[src/rtl/cif_pkg.sv]
`timescale 1ns/1ps
package cif_pkg;
  localparam int unsigned TAG_W   = 16;
  localparam int unsigned SLOT_W  = 20;
  localparam int unsigned N_SLOTS = 12;
  localparam int unsigned IDX_W   = 7;
  localparam int unsigned DATA_W  = 16;
  localparam int unsigned ADC_W   = 18;
  localparam int unsigned BODY_W  = N_SLOTS * SLOT_W;
  localparam int unsigned FRAME_W = TAG_W + BODY_W;
  localparam int unsigned CNT_W   = $clog2(FRAME_W);
  // fixed slot roles (0-based: slot 1 is index 0)
  localparam int unsigned S_IDX   = 0;
  localparam int unsigned S_DATA  = 1;
  localparam int unsigned S_LEFT  = 2;
  localparam int unsigned S_RIGHT = 3;
endpackage

[src/rtl/cif_slot_pack.sv]
`timescale 1ns/1ps
module cif_slot_pack
  import cif_pkg::*;
(
  input  logic [IDX_W-1:0]  idx_i,
  input  logic              idx_vld_i,
  input  logic [DATA_W-1:0] data_i,
  input  logic              data_vld_i,
  input  logic [ADC_W-1:0]  left_i,
  input  logic              left_vld_i,
  input  logic [ADC_W-1:0]  right_i,
  input  logic              right_vld_i,
  output logic [BODY_W-1:0] body_o,   // slot 1 at the MSB end
  output logic [N_SLOTS-1:0] vld_o    // slot 1 at the MSB end
);
  localparam int unsigned IDX_LO  = SLOT_W - 1 - IDX_W;
  localparam int unsigned DATA_LO = SLOT_W - DATA_W;
  localparam int unsigned ADC_LO  = SLOT_W - ADC_W;

  for (genvar s = 0; s < N_SLOTS; s++) begin : g_slot
    logic [SLOT_W-1:0] raw;
    logic              vld;
    if (s == S_IDX) begin : g_idx
      assign raw = {1'b0, idx_i, {IDX_LO{1'b0}}};
      assign vld = idx_vld_i;
    end else if (s == S_DATA) begin : g_data
      assign raw = {data_i, {DATA_LO{1'b0}}};
      assign vld = data_vld_i;
    end else if (s == S_LEFT) begin : g_left
      assign raw = {left_i, {ADC_LO{1'b0}}};
      assign vld = left_vld_i;
    end else if (s == S_RIGHT) begin : g_right
      assign raw = {right_i, {ADC_LO{1'b0}}};
      assign vld = right_vld_i;
    end else begin : g_unused
      assign raw = '0;
      assign vld = 1'b0;
    end
    assign vld_o[N_SLOTS-1-s] = vld;
    assign body_o[(N_SLOTS-s)*SLOT_W-1 -: SLOT_W] = vld ? raw : '0;
  end
endmodule

[src/rtl/cif_shifter.sv]
`timescale 1ns/1ps
module cif_shifter
  import cif_pkg::*;
(
  input  logic               clk_i,
  input  logic               rst_ni,
  input  logic               sync_i,
  input  logic [FRAME_W-1:0] frame_i,
  output logic               sdata_o,
  output logic               done_o,
  output logic               busy_o,
  output logic [CNT_W-1:0]   cnt_o
);
  localparam logic [CNT_W-1:0] LAST = CNT_W'(FRAME_W - 1);

  logic [FRAME_W-1:0] sh_q;
  logic [CNT_W-1:0]   cnt_q;
  logic               busy_q, sdata_q, last_q, done_q;
  logic               at_last, load;

  assign at_last = busy_q && (cnt_q == LAST);
  assign load    = sync_i && (!busy_q || at_last);

  always_ff @(posedge clk_i or negedge rst_ni) begin
    if (!rst_ni) begin
      sh_q    <= '0;
      cnt_q   <= '0;
      busy_q  <= 1'b0;
      sdata_q <= 1'b0;
      last_q  <= 1'b0;
      done_q  <= 1'b0;
    end else begin
      sdata_q <= busy_q ? sh_q[FRAME_W-1] : 1'b0;
      last_q  <= at_last;
      done_q  <= last_q;
      if (load) begin
        sh_q   <= frame_i;
        cnt_q  <= '0;
        busy_q <= 1'b1;
      end else if (busy_q) begin
        sh_q   <= {sh_q[FRAME_W-2:0], 1'b0};
        cnt_q  <= cnt_q + 1'b1;
        busy_q <= !at_last;
      end
    end
  end

  assign sdata_o = sdata_q;
  assign done_o  = done_q;
  assign busy_o  = busy_q;
  assign cnt_o   = cnt_q;
endmodule

[src/rtl/cif_serializer.sv]
`timescale 1ns/1ps
module cif_serializer
  import cif_pkg::*;
(
  input  logic              clk_i,
  input  logic              rst_ni,
  input  logic              sync_i,
  input  logic              codec_ready_i,
  input  logic [IDX_W-1:0]  rd_idx_i,
  input  logic              rd_idx_vld_i,
  input  logic [DATA_W-1:0] rd_data_i,
  input  logic              rd_data_vld_i,
  input  logic [ADC_W-1:0]  adc_l_i,
  input  logic              adc_l_vld_i,
  input  logic [ADC_W-1:0]  adc_r_i,
  input  logic              adc_r_vld_i,
  output logic              sdata_o,
  output logic              frame_done_o
);
  localparam int unsigned TAG_PAD = TAG_W - 1 - N_SLOTS;

  logic [BODY_W-1:0]  body_w;
  logic [N_SLOTS-1:0] vld_w;
  logic [TAG_W-1:0]   tag_w;
  logic [FRAME_W-1:0] frame_w;
  logic               busy_w;
  logic [CNT_W-1:0]   cnt_w;

  cif_slot_pack u_pack (
    .idx_i       (rd_idx_i),
    .idx_vld_i   (rd_idx_vld_i),
    .data_i      (rd_data_i),
    .data_vld_i  (rd_data_vld_i),
    .left_i      (adc_l_i),
    .left_vld_i  (adc_l_vld_i),
    .right_i     (adc_r_i),
    .right_vld_i (adc_r_vld_i),
    .body_o      (body_w),
    .vld_o       (vld_w)
  );

  assign tag_w   = {codec_ready_i, vld_w, {TAG_PAD{1'b0}}};
  assign frame_w = {tag_w, body_w};

  cif_shifter u_shift (
    .clk_i   (clk_i),
    .rst_ni  (rst_ni),
    .sync_i  (sync_i),
    .frame_i (frame_w),
    .sdata_o (sdata_o),
    .done_o  (frame_done_o),
    .busy_o  (busy_w),
    .cnt_o   (cnt_w)
  );
endmodule

[config.mk]
export PLATFORM = sky130hd
export DESIGN_NAME = cif_serializer
export DESIGN_NICKNAME = d
export VERILOG_FILES = /design/src/rtl/cif_pkg.sv /design/src/rtl/cif_slot_pack.sv /design/src/rtl/cif_shifter.sv /design/src/rtl/cif_serializer.sv
export SDC_FILE = /design/constraint.sdc
export NUM_CORES = 1
export LEC_CHECK = 0
export BUFFER_PORTS_ARGS = -buffer_cell sky130_fd_sc_hd__buf_4
export CELL_PAD_IN_SITES_DETAIL_PLACEMENT = 0
export CELL_PAD_IN_SITES_GLOBAL_PLACEMENT = 1
export CORE_ASPECT_RATIO = 0.9
export CORE_UTILIZATION = 45
export DETAILED_ROUTE_END_ITERATION = 8
export PLACE_DENSITY_LB_ADDON = 0.08
export RECOVER_POWER = 25
export SETUP_SLACK_MARGIN = 0.15
export SYNTH_ARGS = -nofsm -noshare
export SYNTH_HDL_FRONTEND = slang
export SYNTH_SLANG_ARGS = --single-unit
[constraint.sdc]
create_clock -name clk_i -period 2.7 [get_ports clk_i]
set_clock_uncertainty 0.15 [all_clocks]
set_input_delay 0.405 -clock clk_i [delete_from_list [all_inputs] [get_ports clk_i]]
set_output_delay 0.405 -clock clk_i [all_outputs]
set_load 0.02 [all_outputs]
==> Yosys cells after proc, flatten, opt, wreduce, memory -nomap -nowiden <==
Cells that the tools add are included.
{ "totals": {"register_bits": 268, "out_inout_bits": 2} }
{ "op_classes": {"n_addsub": 1, "n_eq_ne": 1, "muxes": 11, "reduce_logical": 6} }
{ "ops": {"columns": ["cell", "n"], "rows": [
  ["2-to-1 mux 256 bit", 2],
  ["2-to-1 mux 20 bit", 3],
  ["2-to-1 mux 19 bit", 1],
  ["2-to-1 mux 8 bit", 2],
  ["adder 8 x 1 -> 8 bit, second input constant", 1],
  ["== test 8 bit, second input constant", 1],
  ["2-to-1 mux 1 bit", 3],
  ["logical AND 1 bit", 2],
  ["logical NOT 1 bit", 2],
  ["nonzero test 2 bit", 1],
  ["logical OR 1 bit", 1]
]} }

==> Depth between registers and ports, before layout <==
Gate-level depths: netlist of run 1.
{ "depth": {"ltp_word": 5, "ltp_mapped": 6, "mapped_depth_nobuf": 4} }

==> Hierarchy <==
A second synthesis of run 1 with hierarchy kept.
{ "unflattened": {"hier_cells": 1451, "hier_area_um2": 15961.6} }
{ "modules_own_cells": {"columns": ["module", "instances", "cells_per_inst", "area_each_um2"], "rows": [
  ["cif_shifter", 1, 1194, 14067.2],
  ["cif_slot_pack", 1, 256, 1890.6],
  ["cif_serializer", 1, 1, 3.8]
]} }

==> Worst setup path after synthesis of run 1 <==
Ideal clock, no wire load.
{ "synth_path": {"path_kind": "register to register", "startpoint": "reg u_shift.cnt_q[0], in the netlist u_shift.cnt_o[0]", "endpoint": "reg u_shift.sh_q[254]", "setup_time_ns": 0.126, "arrival_time_ns": 1.588, "t_required_ns": 2.424, "path_slack_ns": 0.836, "stages_incl_launch_ff": 7, "synth_period_minus_slack_ns": 1.864, "cell_sequence": "dfrtp_1 -> ha_1 -> nand4_4 -> o31a_1 -> buf_6 -> buf_6 -> a221o_1"} }
{ "synth_via": {"elab_chain_cells": 5} }
{ "synth_lines": {"columns": ["element", "line_no", "text"], "rows": [
  ["start: declaration", "cif_shifter.sv:17", "logic [CNT_W-1:0] cnt_q;"],
  ["start signal: assignment", "cif_shifter.sv:42", "cnt_q <= cnt_q + 1'b1;"],
  ["== test 8 bit *", "cif_shifter.sv:21", "assign at_last = busy_q && (cnt_q == LAST);"],
  ["logical AND 1 bit *", "cif_shifter.sv:21", null],
  ["logical OR 1 bit *", "cif_shifter.sv:22", "assign load = sync_i && (!busy_q || at_last);"],
  ["logical AND 1 bit *", "cif_shifter.sv:22", null],
  ["2-to-1 mux 256 bit or nonzero test 2 bit (tied branches)", null, null],
  ["end signal: assignment", "cif_shifter.sv:37", "sh_q <= frame_i;"],
  ["end signal: assignment", "cif_shifter.sv:41", "sh_q <= {sh_q[FRAME_W-2:0], 1'b0};"],
  ["end: declaration", "cif_shifter.sv:16", "logic [FRAME_W-1:0] sh_q;"]
]} }
Every way passes the cells marked *; elsewhere a longest branch is shown, timed or not.
A chain may end at the register's enable or synchronous reset.

==> Worst setup path in the final report of run 1 <==
{ "layout_path": {"startpoint": "reg u_shift.cnt_q[0], in the netlist u_shift.cnt_o[0]", "endpoint": "reg u_shift.sh_q[238]"} }
Same word-level chain as after synthesis.

==> impl_metrics.env, run 1 <==
export IMPL_status="complete, no violations"
export IMPL_peakVddDrop_mv=0.286
export IMPL_grt_max_degree=106
export IMPL_drt_wirelength_per_cell_um=17.7
export IMPL_final_nets=674
export IMPL_drc=0
export IMPL_wl_mm=13.7
export IMPL_rsz0062_at_grt="no"
export IMPL_globalplace_congestion=0.736
export IMPL_worstReg2RegStart="u_shift.cnt_o[0]"
export IMPL_min_period_ps=2400
export IMPL_dr_first_iter_drc_count=288
export IMPL_vias=4481
export IMPL_crit_fanout=52
export IMPL_relSlewSlack_pct=32.9
export IMPL_hold_viol_final=0
export IMPL_grt_pass1_vias=4754
export IMPL_power_frac_seq_pct=52.3
export IMPL_synth_compound_area_share_pct=27.3
export IMPL_die_area_um2=13600
export IMPL_h_tree_depth=3
export IMPL_grt_usage_pct=21.6
export IMPL_rr_endpoint="u_shift.sh_q[238]"
export IMPL_die_y_um=111
export IMPL_fmax_mhz=417
export IMPL_synth_edf_count=0
export IMPL_diodes=0
export IMPL_intPower_uw=2530
export IMPL_clock_tree_buffer_depth=2
export IMPL_synth_top_area_share_pct=44.9
export IMPL_cts_sinks=106
export IMPL_p_switching_uw=894
export IMPL_synthesis_instances=570
export IMPL_crit_path_start_kind="flip-flop"
export IMPL_hp_start="rd_data_i[6]"
export IMPL_via_per_inst=5.79
export IMPL_cts_made_buffers=9
export IMPL_comb_power_share_pct=12.8
export IMPL_leakagePower_uw=0.00300
export IMPL_avgSynthCellArea_um2=10.4
export IMPL_r2r_cells=5
export IMPL_dp_worst_setup_slack_ps=293
export IMPL_drive_above_1_share_pct=26.1
export IMPL_antenna_found_initial=0
export IMPL_setup_ws_ps=299
export IMPL_first_pass_iters=4
export IMPL_clock_latency_ps=350
export IMPL_synth_ff_type="dfrtp_1"
export IMPL_slowest_stage="nor3_4"
export IMPL_antenna_left=0
export IMPL_num_fill_cells=1155
export IMPL_synth_area_mux_share_pct=6.10
export IMPL_synthTopCellsByArea="dfrtp_1 (45%), a221oi_2 (14%), a211oi_1 (7.4%)"
export IMPL_synth_area_um2=5910
export IMPL_whs_path_depth=3
export IMPL_ios=69
export IMPL_cpPeakStageDelay_ps=660
export IMPL_cap_violations=0
export IMPL_powerDensity_nw_per_um2=507
export IMPL_cts_tree="yes"
export IMPL_crit_type="flip-flop to flip-flop"
export IMPL_swShare_pct=26.1
export IMPL_async_flop_share_pct=100
export IMPL_io_buffer_count=68
export IMPL_start_util_pct=46.4
export IMPL_yosys_area_share_simple_pct=12.1
export IMPL_hold_path_class="input port to flip-flop"
export IMPL_area_delta_synth_final_pct=14.2
export IMPL_slew_viol_final=0
export IMPL_grt_pass1_wl_mm=23.4
export IMPL_critical_path_arrival_ps=2460
export IMPL_finalSetupViolCount=0
export IMPL_yosysWarningCount=0
export IMPL_min_to="u_shift.sh_q[210]"
export IMPL_synth_distinct_cells=35
export IMPL_yosysTopAreaCell="dfrtp_1"
export IMPL_path_cells="ha_1 -> nand4_4 -> nor3_4 -> buf_12 -> a221oi_1"
export IMPL_critical_path_depth=5
export IMPL_num_rows=39
export IMPL_synthAdderAreaFrac_pct=0.212
export IMPL_cp_data_required_time_ps=2760
export IMPL_cp_top_family="simple AND/OR/NAND/NOR gates"
export IMPL_path_buf_inv=1
export IMPL_synthXorXnorAreaFrac_pct=0.593
export IMPL_synth_seq_area_share_pct=44.9
export IMPL_tns_ps=0
export IMPL_power_frac_clock_pct=34.9
export IMPL_clkTransAtPathRegs_ps=70
export IMPL_synth_seq_cells=106
export IMPL_cts_resized=0
export IMPL_worst_pin_slew_ps=1010
export IMPL_chipWidth_um=123
export IMPL_dp_cells=758
export IMPL_synth_top_family_by_area="compound AO/OA/AOI/OAI gates"
export IMPL_layout_cells_non_filler=774
export IMPL_end_kind="flip-flop"
export IMPL_synth_fp_nets=638
export IMPL_fin_crit_sh_pct=88.9
export IMPL_core_area_um2=12700
export IMPL_overflow=0
export IMPL_r2r_slack_ps=300
export IMPL_clock_root_buffer="clkbuf_16"
export IMPL_place_hpwl_mm=8.01
## through the flow
stage	util [%]	hold slack (ps)	cell area [um2]	power, uW
floorplan	-	-40.6	5910	2070
global placement	51.1	181	6510	2250
detailed placement	51.1	194	6510	2260
CTS	53.2	153	6770	3480
global route	53.0	155	6750	3590
finish	53.0	169	6750	3420
## cells in the mapped netlist, types with 2 or more instances
master	instances
o31ai_1	2
or4_1	2
buf_6	7
a221o_1	5
inv_1	60
a21oi_1	34
o21ai_0	4
o2111ai_1	2
buf_2	20
a211oi_1	58
xnor2_1	3
a221oi_2	57
dfrtp_1	106
a22oi_1	3
nor3_1	2
and3_1	58
mux2i_1	36
nand2_1	61
nor2_1	5
clkbuf_1	30
## routing by layer
layer  vias to the layer above  routed length [um]  share of wire (%)  track usage, %
met5                         -                   0                  0               0
met4                         0                  88               0.64            5.04
met3                         8                 548                4.0            6.12
met2                        83                6540                 48            35.1
met1                      2223                6530                 48            28.4
li1                       2167                   -                  -               -
## tightest hold or removal path: cells and delay by family
| family | cells | cell delay, ps |
|---|---|---|
| buf+inv | 1 | 110 |
| simple gates | 1 | 70 |
| compound gates | 1 | 50 |
## repair_timing
item	CTS	global route
setup buffers	0	0
hold endpoints to repair	36	0
hold buffers	1	0
## how the worst max path moves through the flow
stage	start	slack, ps	endpoint
after detailed placement	u_shift.cnt_o[0]	290	u_shift.sh_q[238]
after CTS	u_shift.cnt_o[0]	270	u_shift.sh_q[238]
after floorplan	u_shift.cnt_o[0]	840	u_shift.sh_q[254]
after global placement	u_shift.cnt_o[0]	320	u_shift.sh_q[238]
after global routing	rst_ni	90	u_shift.sh_q[203]
final	u_shift.cnt_o[0]	300	u_shift.sh_q[238]
## cells in the final DEF, fill, tap and decap left out, drive strengths merged, types with 4 or more instances in the layout
master and instances:
dfrtp 106, buf 78, nand2 61, inv 61, and3 58, a211oi 58, a221oi 58, mux2i 36
a21oi 34, clkbuf 15, nor2 6, a221o 5, clkinv 4, o21ai 4
## power by group through the flow
stage	clock, uW	sequential, uW	combinational (uW)
3_3_place_gp	0	1810	432
3_5_place_dp	0	1820	447
4_1_cts	1240	1790	449
5_1_grt	1300	1800	491
6_report	1190	1790	439
2_1_floorplan	0	1790	273
## sequential cells by signal, summed over array words and instances (netlist names)
register         cells
u_shift.sdata_o      1
u_shift.sh_q        94
u_shift.cnt_o        8
u_shift.done_o       1
u_shift.last_q       1
u_shift.busy_o       1
## cell families after synthesis
family                     after synthesis
buffers and inverters                  119
adders and majority gates                1
and+or+nand+nor                        136
xor gates and xnor gates                 4
muxes                                   36
AOI/OAI and AO/OA                      168
DFF                                    106
## cell type report
cell class	count	area, um2	area share [%]
multi-input combinational	345	2740	40.6
timing repair buffer	83	664	9.85
clock inverter	4	20.0	0.297
clock buffer	11	233	3.45
tap	164	205	3.04
inverter	61	229	3.39
sequential	106	2650	39.3
Power figures use the tool's default switching activity.
==> inputs of run 2 (changes only) <==
==> constraint.sdc (replaced) <==
create_clock -name clk_i -period 2.87 [get_ports clk_i]
set_clock_uncertainty 0.15 [all_clocks]
set_input_delay 0.4305 -clock clk_i [delete_from_list [all_inputs] [get_ports clk_i]]
set_output_delay 0.4305 -clock clk_i [all_outputs]
set_load 0.02 [all_outputs]
==> run 2 against run 1 <==
  * Final area increased by 1.7%
  * Routed wire length decreased by 3.0%
  * Combinational power decreased by 5.9%
  * Hold slack improved by 1.3 ps
  * Power decreased by 2.9%
  * Fmax increased by 1.4%
  * Global-route usage decreased by 0.89 points
  * First-iteration DRC count increased by 0.35%
  * Flip-flop and latch count unchanged
  * Core utilization increased by 0.89 points
  * Critical path type unchanged
  * Largest cell class unchanged
==> impl_metrics.env, run 2 (same netlist as run 1, synthesis figures left out) <==
export IMPL_start_util_pct=46.4
export IMPL_cp_data_required_time_ps=2950
export IMPL_power_frac_seq_pct=50.6
export IMPL_largest_reg_flops=94
export IMPL_cts_tree="yes"
export IMPL_die_y_um=111
export IMPL_area_delta_synth_final_pct=16.1
export IMPL_diodes=0
export IMPL_clock_tree_buffer_depth=2
export IMPL_grt_pass1_vias=4477
export IMPL_slew_viol_final=0
export IMPL_num_fill_cells=1125
export IMPL_io_buffer_count=68
export IMPL_final_cell_mix="dfrtp_1 (105), buf_4 (86), nand2_1 (61), inv_1 (60)"
export IMPL_antenna_found_initial=0
export IMPL_dr_first_iter_drc_count=289
export IMPL_critical_path_arrival_ps=2450
export IMPL_globalplace_congestion=0.712
export IMPL_rsz0062_at_grt="no"
export IMPL_end_kind="flip-flop"
export IMPL_regMostFlops="u_shift.sh_q"
export IMPL_wl_mm=13.3
export IMPL_grt_pass1_wl_mm=22.1
export IMPL_fin_crit_sh_pct=82.5
export IMPL_chipWidth_um=123
export IMPL_clock_root_buffer="clkbuf_16"
export IMPL_min_period_ps=2370
export IMPL_vias=4533
export IMPL_final_nets=682
export IMPL_peakVddDrop_mv=0.343
export IMPL_comb_power_share_pct=12.4
export IMPL_crit_type="flip-flop to flip-flop"
export IMPL_intPower_uw=2490
export IMPL_finalSetupViolCount=0
export IMPL_layout_cells_non_filler=783
export IMPL_first_pass_iters=4
export IMPL_cts_sinks=106
export IMPL_grt_usage_pct=20.7
export IMPL_setup_ws_ps=503
export IMPL_place_hpwl_mm=7.94
export IMPL_cts_resized=0
export IMPL_final_common_cell="dfrtp_1"
export IMPL_drive_above_1_share_pct=27.3
export IMPL_num_rows=39
export IMPL_clock_latency_ps=350
export IMPL_core_area_um2=12700
export IMPL_tns_ps=0
export IMPL_crit_path_start_kind="flip-flop"
export IMPL_antenna_left=0
export IMPL_drt_wirelength_per_cell_um=17.0
export IMPL_status="complete, no violations"
export IMPL_cts_made_buffers=9
export IMPL_leakagePower_uw=0.00306
export IMPL_power_frac_clock_pct=37.0
export IMPL_fmax_mhz=422
export IMPL_via_per_inst=5.79
export IMPL_h_tree_depth=3
export IMPL_drc=0
export IMPL_crit_fanout=29
export IMPL_die_area_um2=13600
export IMPL_relSlewSlack_pct=29.6
export IMPL_dp_worst_setup_slack_ps=299
export IMPL_overflow=0
export IMPL_powerDensity_nw_per_um2=484
export IMPL_cap_violations=0
export IMPL_utilization_pct=53.9
export IMPL_worst_pin_slew_ps=1060
export IMPL_p_switching_uw=836
export IMPL_clkTransAtPathRegs_ps=70
export IMPL_dp_cells=761
export IMPL_grt_max_degree=106
export IMPL_hold_viol_final=0
export IMPL_swShare_pct=25.2
export IMPL_hold_path_class="input port to flip-flop"
export IMPL_ios=69
==> run 2: power groups by stage <==
| stage | Sequential, uW | Combinational (uW) | Clock [uW] |
|---|---|---|---|
| after detailed placement | 1710 | 414 | 0 |
| after global placement | 1710 | 405 | 0 |
| after global routing | 1690 | 461 | 1330 |
| final | 1680 | 413 | 1230 |
| after CTS | 1680 | 417 | 1270 |
| after floorplan | 1690 | 257 | 0 |
==> run 2: timing repair <==
item / in CTS / in global routing
hold buffers: 1 / 0
buffers inserted: 0 / 5
endpoints found under the setup margin: 0 / 1
endpoints found under the hold margin: 29 / 0
==> run 2: metrics by stage <==
step | total power [uW] | hold slack [ps] | cell area (um2)
5_1_grt | 3480 | 180 | 6860
6_report | 3320 | 171 | 6860
3_5_place_dp | 2120 | 197 | 6520
4_1_cts | 3370 | 160 | 6820
2_1_floorplan | 1950 | -15.1 | 5910
3_3_place_gp | 2110 | 188 | 6520
==> run 2: worst paths after layout <==
path                       cells after the start              from                end  slack [ps]
min                                            2     codec_ready_i  u_shift.sh_q[255]         170
min in group asynchronous                      2            rst_ni  u_shift.sh_q[245]         400
min reg2reg                                    0    u_shift.last_q     u_shift.done_o         210
max reg2reg                                    5  u_shift.cnt_o[0]  u_shift.sh_q[238]         500
max in group asynchronous                      3            rst_ni     u_shift.busy_o        1470
max                                            5  u_shift.cnt_o[0]  u_shift.sh_q[238]         500
==> run 2: area by class of cell <==
cell class / instances / area [um2] / area share, %
Sequential cell: 106 / 2650 / 38.7
Timing Repair Buffer: 91 / 736 / 10.7
Tap cell: 164 / 205 / 2.99
Clock inverter: 1 / 7.51 / 0.109
Multi-Input combinational cell: 345 / 2740 / 40.0
Clock buffer: 15 / 288 / 4.19
Inverter: 61 / 229 / 3.34
==> run 2: critical path, stage by stage, from the launching register on <==
cell and delay (ps):
dfrtp_1 420, ha_1 280, nand4_4 150, o31a_2 770, buf_4 350, a221oi_1 100
==> run 2: routing by layer <==
layer	routed length, um	global-route usage (%)	vias to the layer above
li1	-	-	2182
met5	0	0	-
met4	155	6.10	0
met3	495	5.04	11
met1	6600	28.4	2262
met2	6030	32.4	78
